`src/rtl/dpExecPkg.sv`:
```
package dpExecPkg;

  typedef enum logic [3:0] {
    OP_AND = 4'd0,  OP_EOR = 4'd1,  OP_SUB = 4'd2,  OP_RSB = 4'd3,
    OP_ADD = 4'd4,  OP_ADC = 4'd5,  OP_SBC = 4'd6,  OP_RSC = 4'd7,
    OP_TST = 4'd8,  OP_TEQ = 4'd9,  OP_CMP = 4'd10, OP_CMN = 4'd11,
    OP_ORR = 4'd12, OP_MOV = 4'd13, OP_BIC = 4'd14, OP_MVN = 4'd15
  } aluOp_e;

  typedef enum logic [1:0] {
    CIN_ZERO = 2'd0,
    CIN_ONE  = 2'd1,
    CIN_FLAG = 2'd2
  } carrySel_e;

  typedef enum logic [2:0] {
    LOG_AND = 3'd0,
    LOG_EOR = 3'd1,
    LOG_ORR = 3'd2,
    LOG_MOV = 3'd3,
    LOG_BIC = 3'd4,
    LOG_MVN = 3'd5
  } logicSel_e;

  // Strobes from control to datapath
  typedef struct packed {
    logic      capture;
    logic      legal;
    logic      useImm;
    logic      arith;
    logic      invRn;
    logic      invOp2;
    carrySel_e carrySel;
    logicSel_e logicSel;
    logic      writeRd;
    logic      setNZ;
    logic      setCV;
  } dpStrobe_t;

  localparam logic [5:0] TOP_PATTERN = 6'b111000;

endpackage

```
`src/rtl/dpExecCtrl.sv`:
```
module dpExecCtrl
  import dpExecPkg::*;
(
  input  logic       clk,
  input  logic       rstN,
  input  logic       start,
  input  logic [5:0] topBits,
  input  logic       iBit,
  input  logic [3:0] opField,
  input  logic       sBit,
  input  logic [7:0] padBits,
  output dpStrobe_t  strobes,
  output logic       done
);

  logic   formatOk;
  logic   padOk;
  logic   legal;
  logic   isCompare;
  aluOp_e op;

  assign op       = aluOp_e'(opField);
  assign formatOk = (topBits == TOP_PATTERN);
  // Immediate form frees bits 7:4 for data, register form uses only 3:0
  assign padOk    = iBit ? (padBits[7:4] == 4'b0) : (padBits == 8'b0);
  assign legal    = formatOk && padOk;

  always_comb begin
    strobes          = '0;
    strobes.capture  = start;
    strobes.legal    = legal;
    strobes.useImm   = iBit;
    strobes.carrySel = CIN_ZERO;
    strobes.logicSel = LOG_AND;
    isCompare        = 1'b0;
    unique case (op)
      OP_AND: strobes.logicSel = LOG_AND;
      OP_EOR: strobes.logicSel = LOG_EOR;
      OP_ORR: strobes.logicSel = LOG_ORR;
      OP_MOV: strobes.logicSel = LOG_MOV;
      OP_BIC: strobes.logicSel = LOG_BIC;
      OP_MVN: strobes.logicSel = LOG_MVN;
      OP_TST: begin
        strobes.logicSel = LOG_AND;
        isCompare        = 1'b1;
      end
      OP_TEQ: begin
        strobes.logicSel = LOG_EOR;
        isCompare        = 1'b1;
      end
      OP_SUB: begin
        strobes.arith    = 1'b1;
        strobes.invOp2   = 1'b1;
        strobes.carrySel = CIN_ONE;
      end
      OP_RSB: begin
        strobes.arith    = 1'b1;
        strobes.invRn    = 1'b1;
        strobes.carrySel = CIN_ONE;
      end
      OP_ADD: begin
        strobes.arith    = 1'b1;
        strobes.carrySel = CIN_ZERO;
      end
      OP_ADC: begin
        strobes.arith    = 1'b1;
        strobes.carrySel = CIN_FLAG;
      end
      OP_SBC: begin
        strobes.arith    = 1'b1;
        strobes.invOp2   = 1'b1;
        strobes.carrySel = CIN_FLAG;
      end
      OP_RSC: begin
        strobes.arith    = 1'b1;
        strobes.invRn    = 1'b1;
        strobes.carrySel = CIN_FLAG;
      end
      OP_CMP: begin
        strobes.arith    = 1'b1;
        strobes.invOp2   = 1'b1;
        strobes.carrySel = CIN_ONE;
        isCompare        = 1'b1;
      end
      OP_CMN: begin
        strobes.arith    = 1'b1;
        strobes.carrySel = CIN_ZERO;
        isCompare        = 1'b1;
      end
      default: strobes.logicSel = LOG_AND;
    endcase
    strobes.writeRd = legal && !isCompare;
    strobes.setNZ   = legal && (sBit || isCompare);
    strobes.setCV   = legal && (sBit || isCompare) && strobes.arith;
  end

  always_ff @(posedge clk or negedge rstN) begin
    if (!rstN) begin
      done <= 1'b0;
    end else begin
      done <= start;
    end
  end

endmodule

```
`src/rtl/dpExecData.sv`:
```
module dpExecData
  import dpExecPkg::*;
#(
  parameter int DATA_W = 32,
  parameter int SEL_W  = 4,
  parameter int IMM_W  = 8
) (
  input  logic              clk,
  input  logic              rstN,
  input  dpStrobe_t         strobes,
  input  logic [IMM_W-1:0]  immField,
  input  logic [SEL_W-1:0]  rdField,
  input  logic [DATA_W-1:0] rnData,
  input  logic [DATA_W-1:0] rmData,
  input  logic [DATA_W-1:0] statusIn,
  output logic              wrEn,
  output logic [SEL_W-1:0]  wrSel,
  output logic [DATA_W-1:0] wrData,
  output logic [DATA_W-1:0] statusOut
);

  localparam int FLAG_N   = DATA_W - 1;
  localparam int FLAG_Z   = DATA_W - 2;
  localparam int FLAG_C   = DATA_W - 3;
  localparam int FLAG_V   = DATA_W - 4;
  localparam int FLAG_ILL = 0;

  logic [DATA_W-1:0] op2;
  logic [DATA_W-1:0] addA;
  logic [DATA_W-1:0] addB;
  logic              carryIn;
  logic [DATA_W:0]   sumWide;
  logic [DATA_W-1:0] sumRes;
  logic              carryOut;
  logic              overflow;
  logic [DATA_W-1:0] logicRes;
  logic [DATA_W-1:0] result;
  logic [DATA_W-1:0] nextStatus;

  // Second operand: zero-extended immediate or register
  assign op2 = strobes.useImm ? {{(DATA_W-IMM_W){1'b0}}, immField} : rmData;

  // One adder serves all eight arithmetic codes via input inversion
  assign addA = strobes.invRn  ? ~rnData : rnData;
  assign addB = strobes.invOp2 ? ~op2    : op2;

  always_comb begin
    unique case (strobes.carrySel)
      CIN_ONE:  carryIn = 1'b1;
      CIN_FLAG: carryIn = statusIn[FLAG_C];
      default:  carryIn = 1'b0;
    endcase
  end

  assign sumWide  = {1'b0, addA} + {1'b0, addB} + {{DATA_W{1'b0}}, carryIn};
  assign sumRes   = sumWide[DATA_W-1:0];
  assign carryOut = sumWide[DATA_W];
  assign overflow = (addA[DATA_W-1] == addB[DATA_W-1]) &&
                    (sumRes[DATA_W-1] != addA[DATA_W-1]);

  always_comb begin
    unique case (strobes.logicSel)
      LOG_EOR: logicRes = rnData ^ op2;
      LOG_ORR: logicRes = rnData | op2;
      LOG_MOV: logicRes = op2;
      LOG_BIC: logicRes = rnData & ~op2;
      LOG_MVN: logicRes = ~op2;
      default: logicRes = rnData & op2;
    endcase
  end

  assign result = strobes.arith ? sumRes : logicRes;

  always_comb begin
    nextStatus = statusIn;
    if (!strobes.legal) begin
      nextStatus[FLAG_ILL] = 1'b1;
    end else begin
      nextStatus[FLAG_ILL] = 1'b0;
      if (strobes.setNZ) begin
        nextStatus[FLAG_N] = result[DATA_W-1];
        nextStatus[FLAG_Z] = (result == '0);
      end
      if (strobes.setCV) begin
        nextStatus[FLAG_C] = carryOut;
        nextStatus[FLAG_V] = overflow;
      end
    end
  end

  always_ff @(posedge clk or negedge rstN) begin
    if (!rstN) begin
      wrEn      <= 1'b0;
      wrSel     <= '0;
      wrData    <= '0;
      statusOut <= '0;
    end else if (strobes.capture) begin
      wrEn      <= strobes.writeRd;
      wrSel     <= rdField;
      wrData    <= result;
      statusOut <= nextStatus;
    end else begin
      wrEn      <= 1'b0;
    end
  end

endmodule

```
`src/rtl/dpExecUnit.sv`:
```
module dpExecUnit
  import dpExecPkg::*;
#(
  parameter int DATA_W = 32
) (
  input  logic              clk,
  input  logic              rstN,
  input  logic              start,
  input  logic [31:0]       instrWord,
  input  logic [DATA_W-1:0] statusIn,
  output logic [3:0]        rdSelA,
  output logic [3:0]        rdSelB,
  input  logic [DATA_W-1:0] rdDataA,
  input  logic [DATA_W-1:0] rdDataB,
  output logic              wrEn,
  output logic [3:0]        wrSel,
  output logic [DATA_W-1:0] wrData,
  output logic [DATA_W-1:0] statusOut,
  output logic              done
);

  localparam int SEL_W = 4;
  localparam int IMM_W = 8;

  dpStrobe_t strobes;

  assign rdSelA = instrWord[19:16];
  assign rdSelB = instrWord[3:0];

  dpExecCtrl ctrl (
    .clk     (clk),
    .rstN    (rstN),
    .start   (start),
    .topBits (instrWord[31:26]),
    .iBit    (instrWord[25]),
    .opField (instrWord[24:21]),
    .sBit    (instrWord[20]),
    .padBits (instrWord[11:4]),
    .strobes (strobes),
    .done    (done)
  );

  dpExecData #(
    .DATA_W (DATA_W),
    .SEL_W  (SEL_W),
    .IMM_W  (IMM_W)
  ) data (
    .clk       (clk),
    .rstN      (rstN),
    .strobes   (strobes),
    .immField  (instrWord[IMM_W-1:0]),
    .rdField   (instrWord[15:12]),
    .rnData    (rdDataA),
    .rmData    (rdDataB),
    .statusIn  (statusIn),
    .wrEn      (wrEn),
    .wrSel     (wrSel),
    .wrData    (wrData),
    .statusOut (statusOut)
  );

endmodule

```
`config.mk`:
```
export PLATFORM = sky130hd
export DESIGN_NAME = dpExecUnit
export DESIGN_NICKNAME = d
export VERILOG_FILES = /design/src/rtl/dpExecPkg.sv /design/src/rtl/dpExecCtrl.sv /design/src/rtl/dpExecData.sv /design/src/rtl/dpExecUnit.sv
export SDC_FILE = /design/constraint.sdc
export NUM_CORES = 1
export LEC_CHECK = 0
export CAP_MARGIN = 20
export CORE_UTILIZATION = 35
export DETAILED_ROUTE_END_ITERATION = 6
export DONT_BUFFER_PORTS = 1
export GPL_TIMING_DRIVEN = 0
export PLACE_DENSITY = 0.5
export SLEW_MARGIN = 10
export SYNTH_ARGS = -nofsm -noshare
export SYNTH_HDL_FRONTEND = slang
export SYNTH_SLANG_ARGS = --single-unit
```
`constraint.sdc`:
```
create_clock -name clk -period 2.1 [get_ports clk]
set_input_delay 0.315 -clock clk [delete_from_list [all_inputs] [get_ports clk]]
set_output_delay 0.315 -clock clk [all_outputs]
set_load 0.01 [all_outputs]
```
==> metrics, run 1 <==
status complete, but fails checks; failing checks setup timing; post-synthesis adder-cell area fraction approximately 10%; largest family of logic cells by synthesized area compound AO/OA/AOI/OAI gates; Final min period 4.370 ns; DIE AREA between 20000 and 25000 um^2; Residual DRC 0; setup ws final -2.270 ns; share of layout cells above drive strength 1 about 31%; drt pass-1 iters 5; # setup viols final 35; Netlist cell types 87; final WL around 34 mm; CTS Buf Count 9; fill count 2267; gr usage total 27.50%; cell taking the most area after synthesis dfrtp_1; ys async rst share 100.0%; first-pass GRT wire length roughly 50 mm; count leader, synth a21oi_1; initial antenna violation count 1; TritonCTS clock tree done; maxcap violations 0; Rows 56; DR vias/cell between 5 and 6; Clock Latency Late Sink approximately 0.33 ns; endpoints failing hold 0; RSZ-0062 raised after global routing yes; peak supply drop about 0.49 mV; WP data required 2.37 ns; M2 GR Usage between 40% and 50%; post-layout util 47.03%; dpl hpwl 25.43 mm; post-synthesis simple-gate area fraction roughly 17%; mux cell area share after synthesis 7.681%; Worst Skew 0 ns; CTS Buffer Depth 2; io pins 209; wire per inst 23.32 um; post-synthesis sequential area ratio about a fifth; top cells by area, synth dfrtp_1, ha_1, xnor2_1; post-synth top area share between 20% and 30%; YS warnings 0; CP startpoint kind primary input; xor-xnor portion of the synthesized cell area a little under an eighth; placed cells around 1.4k; Seq cells post-synth 70; ys flop type dfrtp_1; Fmax 0.2288 GHz; Post-synth EDFFs 0; met3 Use GR between 5 and 6%; GRT busiest layer met2; Area Overhead vs Synth 32.09%; clock-pin slew on the worst setup and hold paths around 0.060 ns; drt first-iter violations 621; Final GP Congestion around 0.94; Hold Crit Class primary input to flop; Slew Limit Fails 0; H-tree depth 3; Die W 156.5 um; synthesized cell area 8357 um^2; Overall Power between 6 and 7 mW; Max-Slew Margin vs Limit between 10% and 20%; PortBufs 0; Worst-Margin Slew ~1.2 ns; CP max FO 5; Final #Nets approximately 1.3k; pre-CTS setup slack -3.429 ns; global routing usage on met1 between 30% and 40%; die height 156.5 um; Avg Inst Size Synth a little over 8 um^2; core area ~23000 um^2; largest net degree at the start of global routing 71; Initial Util 35.60%; syn nets 1234; vias in the first global route 8278; most frequent cells after synthesis a21oi_1, xnor2_1, nor2_1, dfrtp_1, nand2_1; clock root buffer master clkbuf_16; clk sinks 70; Synth Area in Compound Gates around 24%; Worst Setup Path Type primary input to flop; via count between 8k and 9k; Final Cycle Share 208.1%; global route total overflow 0; pwr dens around 630 nW/um^2; post-route ant nets 0; Worst Path Arrival 4.64 ns; worst reg2reg setup slack approximately 1.2 ns; capturing element type of the critical path flop; P_leak between 4 and 5 nW; fin cells roughly 1.5k; Syn Inst Count slightly above 1k
-- sequential cells by signal, indices dropped and copies added (netlist names) --
register / count
data.statusOut: 32
data.wrEn: 1
ctrl.done: 1
data.wrData: 32
data.wrSel: 4
-- cell families after synthesis --
group                    after synthesis
flip-flops                            70
AO/OA/AOI/OAI                        311
XOR/XNOR                             109
adder cells (fa/ha/maj)               67
multiplexers                          55
AND/OR/NAND/NOR                      280
buffers and inverters                144
-- worst max-delay path: stages --
cell,delay [ns]
buf_12,0.10
buf_12,0.12
buf_12,0.12
buf_12,0.12
buf_12,0.12
nand2_4,0.06
nand2_4,0.05
ha_4,0.16
a21oi_2,0.10
or2_4,0.13
fa_2,0.24
inv_2,0.04
fa_2,0.34
a21o_1,0.21
a22o_4,0.30
o211ai_4,0.27
buf_4,0.17
a31oi_2,0.12
a21oi_2,0.26
xnor2_2,0.13
a2111oi_4,0.41
nand4_1,0.20
or4_4,0.47
nand2_1,0.08
-- per-layer routing --
| metal | share of wire [%] | up-vias |
|---|---|---|
| met5 | 0 | - |
| met4 | 2.9 | 0 |
| met3 | 8.5 | 60 |
| met2 | 47 | 380 |
| met1 | 42 | 4096 |
| li1 | - | 3907 |
-- final cells by class --
type / instances / area [um^2] / area share, %
Antenna cell: 1 / 2.502 / 0.02267
Buffer: 78 / 674.4 / 6.110
Clock buffer: 9 / 225.2 / 2.040
Clock inverter: 7 / 71.32 / 0.6461
Inverter: 63 / 236.5 / 2.142
Multi-Input combinational cell: 822 / 6854 / 62.09
Sequential cell: 70 / 1752 / 15.87
Tap cell: 319 / 399.1 / 3.616
Timing Repair Buffer: 89 / 823.3 / 7.459
-- what timing repair did --
action	in CTS	in global routing
hold endpoints to repair	71	0
gates resized for setup	140	66
pin swaps	47	39
setup buffers	53	34
endpoints found under the setup margin	36	36
cloned	0	1
hold buffers	3	0
-- final timing paths --
kind,cells after the start,startpoint,end
max,24,instrWord[21],data.statusOut[30]
min,2,statusIn[30],data.statusOut[30]
max reg2reg,3,data.statusOut[30],data.statusOut[30]
min reg2reg,1,data.statusOut[28],data.statusOut[28]
max in group asynchronous,2,rstN,data.wrSel[0]
min in group asynchronous,2,rstN,data.wrData[20]
-- through the flow --
step / TNS (ns) / hold WS (ns) / cell area [um^2]
4_1_cts: -43.96 / 0.1141 / 10470
6_report: -48.05 / 0.1210 / 11040
3_5_place_dp: -73.99 / 0.02107 / 9086
5_1_grt: -51.80 / 0.1115 / 11040
3_3_place_gp: -74.19 / 0.02116 / 9081
2_1_floorplan: -42.72 / 0.01941 / 8682
-- cells in the final DEF (no fill, tap or decap), types with 7 or more instances in the layout --
master	n
nand2b_1	17
o31a_1	7
clkbuf_16	10
a21oi_2	14
clkbuf_1	23
o211ai_1	11
nand3_1	15
nor2b_1	13
o21ai_2	9
ha_2	8
mux2_2	36
xnor2_1	71
ha_1	51
a21oi_4	7
o21ai_0	33
o21bai_1	7
o22ai_1	13
buf_6	23
a21oi_1	83
nor2_1	71
mux2i_2	7
nand2_1	59
o21ai_1	11
buf_2	18
o21a_1	9
or3_1	7
buf_4	76
buf_12	19
a21o_1	13
a211oi_1	8
dfrtp_1	70
nand4_1	9
and3_1	8
inv_1	59
xor2_1	22
nor3_1	18
-- report_power, final --
group,switching [mW],leakage (nW),internal [mW]
Sequential,0.252,0.817,1.55
Combinational,2.01,3.51,1.65
Clock,0.671,0.148,0.844
No activity file was read; power rests on OpenSTA's default activity.
==> run 2: changes to the inputs <==
--- a/config.mk
+++ b/config.mk
@@ -11,6 +11,7 @@
 export DONT_BUFFER_PORTS = 1
 export GPL_TIMING_DRIVEN = 0
 export PLACE_DENSITY = 0.5
+export REMOVE_ABC_BUFFERS = 1
 export SLEW_MARGIN = 10
 export SYNTH_ARGS = -nofsm -noshare
 export SYNTH_HDL_FRONTEND = slang
==> run 2 against run 1 <==
- the run still ends with setup timing left
- sequential power is essentially flat
- critical path depth down 7
- worst hold slack got worse by 0.080 ns
- non-clock buffer count decreased by 116
- largest cell class unchanged
- sequential cell count unchanged
- highest routed layer unchanged
- largest power group unchanged
==> metrics, run 2 (synthesized netlist as in run 1, its figures left out) <==
via count 7736 (-8.4%); clk sinks 70 (unchanged); pwr dens 672.9 nW/um^2 (+6.3%); peak supply drop 0.4241 mV (-13%); minimum hold slack 0.04069 ns (-0.08034 ns); worst r2r path cells 3 (unchanged); dpl hpwl 20.03 mm (-21%); Worst Setup SP instrWord[22]; placed cells 1277 (-5.8%); hold path start start; PortBufs 0 (unchanged); CP startpoint kind primary input; P_leak 3.880 nW (-13%); area occupied by multi-input gates 6576 um^2 (-4.1%); Residual DRC 0 (unchanged); commonest non-fill, non-tap cells in the layout a21oi_1, xnor2_1, dfrtp_1; H-tree depth 3 (unchanged); setup_tns -29.19 ns (+18.86 ns); Max-Slew Margin vs Limit 25.77% (+7.9 points); Worst Setup Path Type primary input to flop; sequential cell area 1752 um^2 (unchanged); status complete, but fails checks; Final #Nets 1217 (-8.6%); dpl cell area 8419 um^2 (-7.3%); endpoints failing hold 0 (unchanged); failing checks setup timing; share of layout cells above drive strength 1 22.66% (-7.9 points); TritonCTS clock tree done; maxcap violations 0 (unchanged); Final Cycle Share 185.8% (-22 points); Final GP Congestion 0.8970 (-4.5%); DIE AREA 24500 um^2 (unchanged); commonest non-fill, non-tap cell in the layout a21oi_1; setup ws final -1.801 ns (+0.4684 ns); wire per inst 22.24 um (-4.7%); Slew Limit Fails 0 (unchanged); Worst-Margin Slew 1.102 ns (-0.1176 ns); drt pass-1 iters 5 (unchanged); Die W 156.5 um (unchanged); Worst Skew 0 ns (unchanged); Clock Latency Late Sink 0.34 ns (about the same); Rows 56 (unchanged); CP max FO 65 (+60); Fmax 0.2563 GHz (+12%); core area 23470 um^2 (unchanged); FF-to-FF Start data.statusOut[30]; Area Overhead vs Synth 17.79%; global route total overflow 0 (unchanged); WP data required 2.40 ns (+0.03 ns); # diodes 0 (-1); largest net degree at the start of global routing 90 (+27%); fill count 2370 (+4.5%); DR vias/cell 5.760 (-0.53%); fin area 9843 um^2 (-11%); CTS Buffer Depth 2 (unchanged); RSZ-0062 raised after global routing yes; post-layout util 41.94% (-5.1 points); initial antenna violation count 0 (-1); post-route ant nets 0 (unchanged); capturing element type of the critical path flop; io pins 209 (unchanged); # setup viols final 33 (-5.7%); final WL 29.86 mm (-12%); Largest regs data.statusOut x32, data.wrData x32, data.wrSel x4; fin cells 1343 (-7.9%); Initial Util 35.60% (unchanged); vias in the first global route 7477 (-9.7%); Final min period 3.901 ns (-0.4684 ns); die height 156.5 um (unchanged); gr usage total 24.05% (-3.4 points); drt first-iter violations 485 (-22%); CTS Buf Count 9 (unchanged); hold depth 0 (-2); clock root buffer master clkbuf_16; clock-pin slew on the worst setup and hold paths 0.07 ns (about the same); first-pass GRT wire length 44.58 mm (-11%); Worst Path Arrival 4.20 ns (-0.44 ns); Hold Crit Class primary input to flop
-- run 2: path summary, 6_finish.rpt --
kind	endpoint	slack (ns)
worst max-delay path	data.statusOut[30]	-1.80
worst min-delay path	ctrl.done	0.04
worst max register to register	data.statusOut[30]	1.19
worst min register to register	data.wrData[6]	0.54
max in group asynchronous	data.wrData[30]	1.21
min in group asynchronous	data.wrData[13]	0.54
-- run 2: worst max-delay path: stages --
cell        delay [ns]
clkinvlp_4        0.12
nor2_4            0.17
nand2_8           0.07
buf_16            0.14
buf_4             0.21
xor2_1            0.18
ha_1              0.39
a21o_1            0.24
a22o_4            0.28
o41a_1            0.33
xor2_1            0.16
mux2i_2           0.21
nand4_1           0.21
a2111oi_4         0.47
nand4_1           0.17
or4_4             0.44
nand2_2           0.07
-- run 2: metrics by stage --
stage	setup slack (ns)	power, mW
floorplan	-3.202	3.519
global placement	-5.536	4.053
detailed placement	-3.629	4.094
CTS	-1.852	6.430
global route	-1.942	6.978
finish	-1.801	6.623
-- run 2: timing repair --
item                                    CTS  global route
hold buffers                              2             0
gates cloned                              3             0
pin swaps                                40            39
resized for setup                        84            60
endpoints found under the setup margin   36            35
hold endpoints to repair                 70             0
buffers inserted                         35            14
-- run 2: layout make-up --
type	count	share of cell area, %
Multi-Input combinational cell	823	66.81
Sequential cell	70	17.80
Timing Repair Buffer	51	5.339
Tap cell	319	4.055
Inverter	63	2.441
Clock buffer	9	2.288
Clock inverter	7	1.220
Timing Repair inverter	1	0.05085
-- run 2: report_power, final --
part,internal [mW],total [mW],leakage (nW),switching [mW]
logic,1.30,2.91,2.90,1.61
registers,1.55,1.80,0.817,0.245
clock network,1.17,1.91,0.166,0.744
total,4.02,6.62,3.88,2.60
-- run 2: per-layer routing --
layer	vias up	share of wire, %	routed length [um]	global-route usage, %
met5	-	0	0	0
met4	0	2.2	669	7.563
met3	31	6.6	1964	3.822
met2	272	47	14150	40.14
met1	3765	44	13080	31.61
li1	3668	-	-	-
==> run 3: changes to the inputs <==
--- a/config.mk
+++ b/config.mk
@@ -6,12 +6,14 @@
 export NUM_CORES = 1
 export LEC_CHECK = 0
 export CAP_MARGIN = 20
+export CORE_MARGIN = 2
 export CORE_UTILIZATION = 35
 export DETAILED_ROUTE_END_ITERATION = 6
 export DONT_BUFFER_PORTS = 1
 export GPL_TIMING_DRIVEN = 0
 export PLACE_DENSITY = 0.5
 export REMOVE_ABC_BUFFERS = 1
+export SETUP_SLACK_MARGIN = 0.2
 export SLEW_MARGIN = 10
 export SYNTH_ARGS = -nofsm -noshare
 export SYNTH_HDL_FRONTEND = slang
==> run 3 against run 2 <==
- the run ends with hold timing, setup timing left
- sequential share of layout area down 0.32 points
- register-to-register slack better by 0.02 ns
- power down 2.5%
- global-route usage down 0.48 points
- maximum frequency up 1.2%
- utilization up 0.77 points
- critical endpoint unchanged
- largest cell class unchanged
==> metrics, run 3 (synthesized netlist as in run 1, its figures left out) <==
TritonCTS clock tree done; Worst Path Arrival 4.14 ns (-0.06 ns); Initial Util 35.60% (unchanged); Fmax 0.2593 GHz (+1.2%); post-layout util 42.70% (+0.77 points); fill count 2382 (+0.51%); dpl hpwl 20.27 mm (+1.2%); final WL 30.24 mm (+1.3%); capturing element type of the critical path flop; Worst Setup SP instrWord[22]; WP data required 2.38 ns (-0.02 ns); share of layout cells above drive strength 1 25.46% (+2.8 points); maxcap violations 0 (unchanged); global route total overflow 0 (unchanged); DR vias/cell 5.758 (about the same); Final #Nets 1222 (+0.41%); clk sinks 70 (unchanged); Rows 56 (unchanged); setup_tns -28.42 ns (+0.7764 ns); DIE AREA 25130 um^2 (+2.6%); failing checks hold timing, setup timing; P_leak 3.897 nW (+0.44%); Worst Setup Path Type primary input to flop; minimum hold slack -0.3400 ns (-0.3807 ns); commonest non-fill, non-tap cells in the layout a21oi_1, xnor2_1, dfrtp_1; initial antenna violation count 0 (unchanged); CP max FO 65 (unchanged); CP startpoint kind primary input; FF-to-FF Start data.statusOut[30]; RR Endpoint data.statusOut[30]; Largest regs data.statusOut x32, data.wrData x32, data.wrSel x4; Max-Slew Margin vs Limit 38.64% (+13 points); worst r2r path cells 3 (unchanged); Final Cycle Share 183.6% (-2.2 points); Clock Latency Late Sink 0.34 ns (about the same); Worst-Margin Slew 0.9172 ns (-0.1847 ns); H-tree depth 3 (unchanged); Overall Power 6.458 mW (-2.5%); pre-CTS setup slack -3.654 ns (-0.02514 ns); first-pass GRT wire length 44.75 mm (+0.39%); setup ws final -1.756 ns (+0.04538 ns); status complete, but fails checks; Residual DRC 0 (unchanged); die height 158.5 um (+1.3%); vias in the first global route 7522 (+0.60%); commonest non-fill, non-tap cell in the layout a21oi_1; largest net degree at the start of global routing 90 (unchanged); io pins 209 (unchanged); worst reg2reg setup slack 1.21 ns (+0.02 ns); Die W 158.5 um (+1.3%); Hold Crit Class primary input to asynchronous set/reset pin; wire per inst 22.41 um (+0.81%); clock root buffer master clkbuf_16; CTS Buf Count 9 (unchanged); Worst Skew 0 ns (unchanged); # setup viols final 34 (+3.0%); post-route ant nets 0 (unchanged); Final GP Congestion 0.9447 (+5.3%); pwr dens 644.3 nW/um^2 (-4.3%); Area Overhead vs Synth 19.94%; PortBufs 0 (unchanged); drt first-iter violations 475 (-2.1%); gr usage total 23.57% (-0.48 points); core area 23470 um^2 (unchanged); Slew Limit Fails 0 (unchanged); CTS Buffer Depth 2 (unchanged); RSZ-0062 raised after global routing yes; via count 7767 (+0.40%); peak supply drop 0.3317 mV (-22%); drt pass-1 iters 5 (unchanged); endpoints failing hold 70 (+70); clock-pin slew on the worst setup and hold paths 0.07 ns (about the same); Final min period 3.856 ns (-0.04538 ns)
-- run 3: cell types whose count changed in the layout (fill, tap and decap cells not counted), moves of 4 or more --
cell / delta
ha_1: -11
a21oi_1: -4
ha_2: +8
buf_6: +6
a21oi_4: +6
o21ai_2: +4
-- run 3: through the flow --
| step | cells | hold WS (ns) | cell area [um^2] |
|---|---|---|---|
| detailed placement | 1277 | 0.02097 | 8399 |
| CTS | 1329 | -0.3572 | 9498 |
| floorplan | 955 | 0.01941 | 7925 |
| global placement | 1274 | 0.02093 | 8324 |
| global route | 1348 | -0.3509 | 10020 |
| finish | 1349 | -0.3400 | 10020 |
-- run 3: cell type report --
cell class | instances | area (um^2) | share of cell area (%)
Clock inverter | 2 | 15.01 | 0.1498
Antenna cell | 1 | 2.502 | 0.02497
Timing Repair inverter | 1 | 5.005 | 0.04993
Timing Repair Buffer | 55 | 515.5 | 5.143
Clock buffer | 14 | 274.0 | 2.734
Multi-Input combinational cell | 824 | 6820 | 68.04
Inverter | 63 | 240.2 | 2.397
Tap cell | 319 | 399.1 | 3.982
Sequential cell | 70 | 1752 | 17.48
-- run 3: report_power, final --
group	switching, mW	internal, mW	total (mW)
Clock	0.685	0.902	1.59
Combinational	1.67	1.40	3.07
Sequential	0.245	1.55	1.80
-- run 3: layer usage --
layer	wire [um]	GRT usage, %	vias up
met5	0	0	-
met3	1819	4.219	42
met1	13260	31.07	3775
li1	-	-	3679
met2	14400	39.36	271
met4	762	7.036	0
-- run 3: how the worst max path moves through the flow --
stage	to	slack, ns	cells after the start
6_report	data.statusOut[30]	-1.76	18
2_1_floorplan	data.statusOut[30]	-3.20	16
4_1_cts	data.statusOut[30]	-1.69	18
3_5_place_dp	data.statusOut[30]	-3.65	17
3_3_place_gp	data.statusOut[30]	-5.48	16
5_1_grt	data.statusOut[30]	-1.86	20
-- run 3: repair_timing --
action | in CTS | in global routing
setup endpoints to repair | 36 | 35
hold endpoints to repair | 70 | 70
resized for setup | 116 | 75
setup buffers | 33 | 19
cloned | 3 | 0
pin swaps | 40 | 49
-- run 3: worst max-delay path: stages --
cell and delay, ns:
clkinvlp_4 0.10, nor2_4 0.19, nand2_8 0.07, buf_12 0.14, xnor2_4 0.16, fa_2 0.25
inv_2 0.04, fa_2 0.33, a21o_1 0.21, a22o_4 0.28, o21a_1 0.20, xor2_1 0.16
a221oi_2 0.32, o211ai_1 0.21, nor4b_2 0.36, nand4_1 0.20, or4_1 0.50, nand2_1 0.07
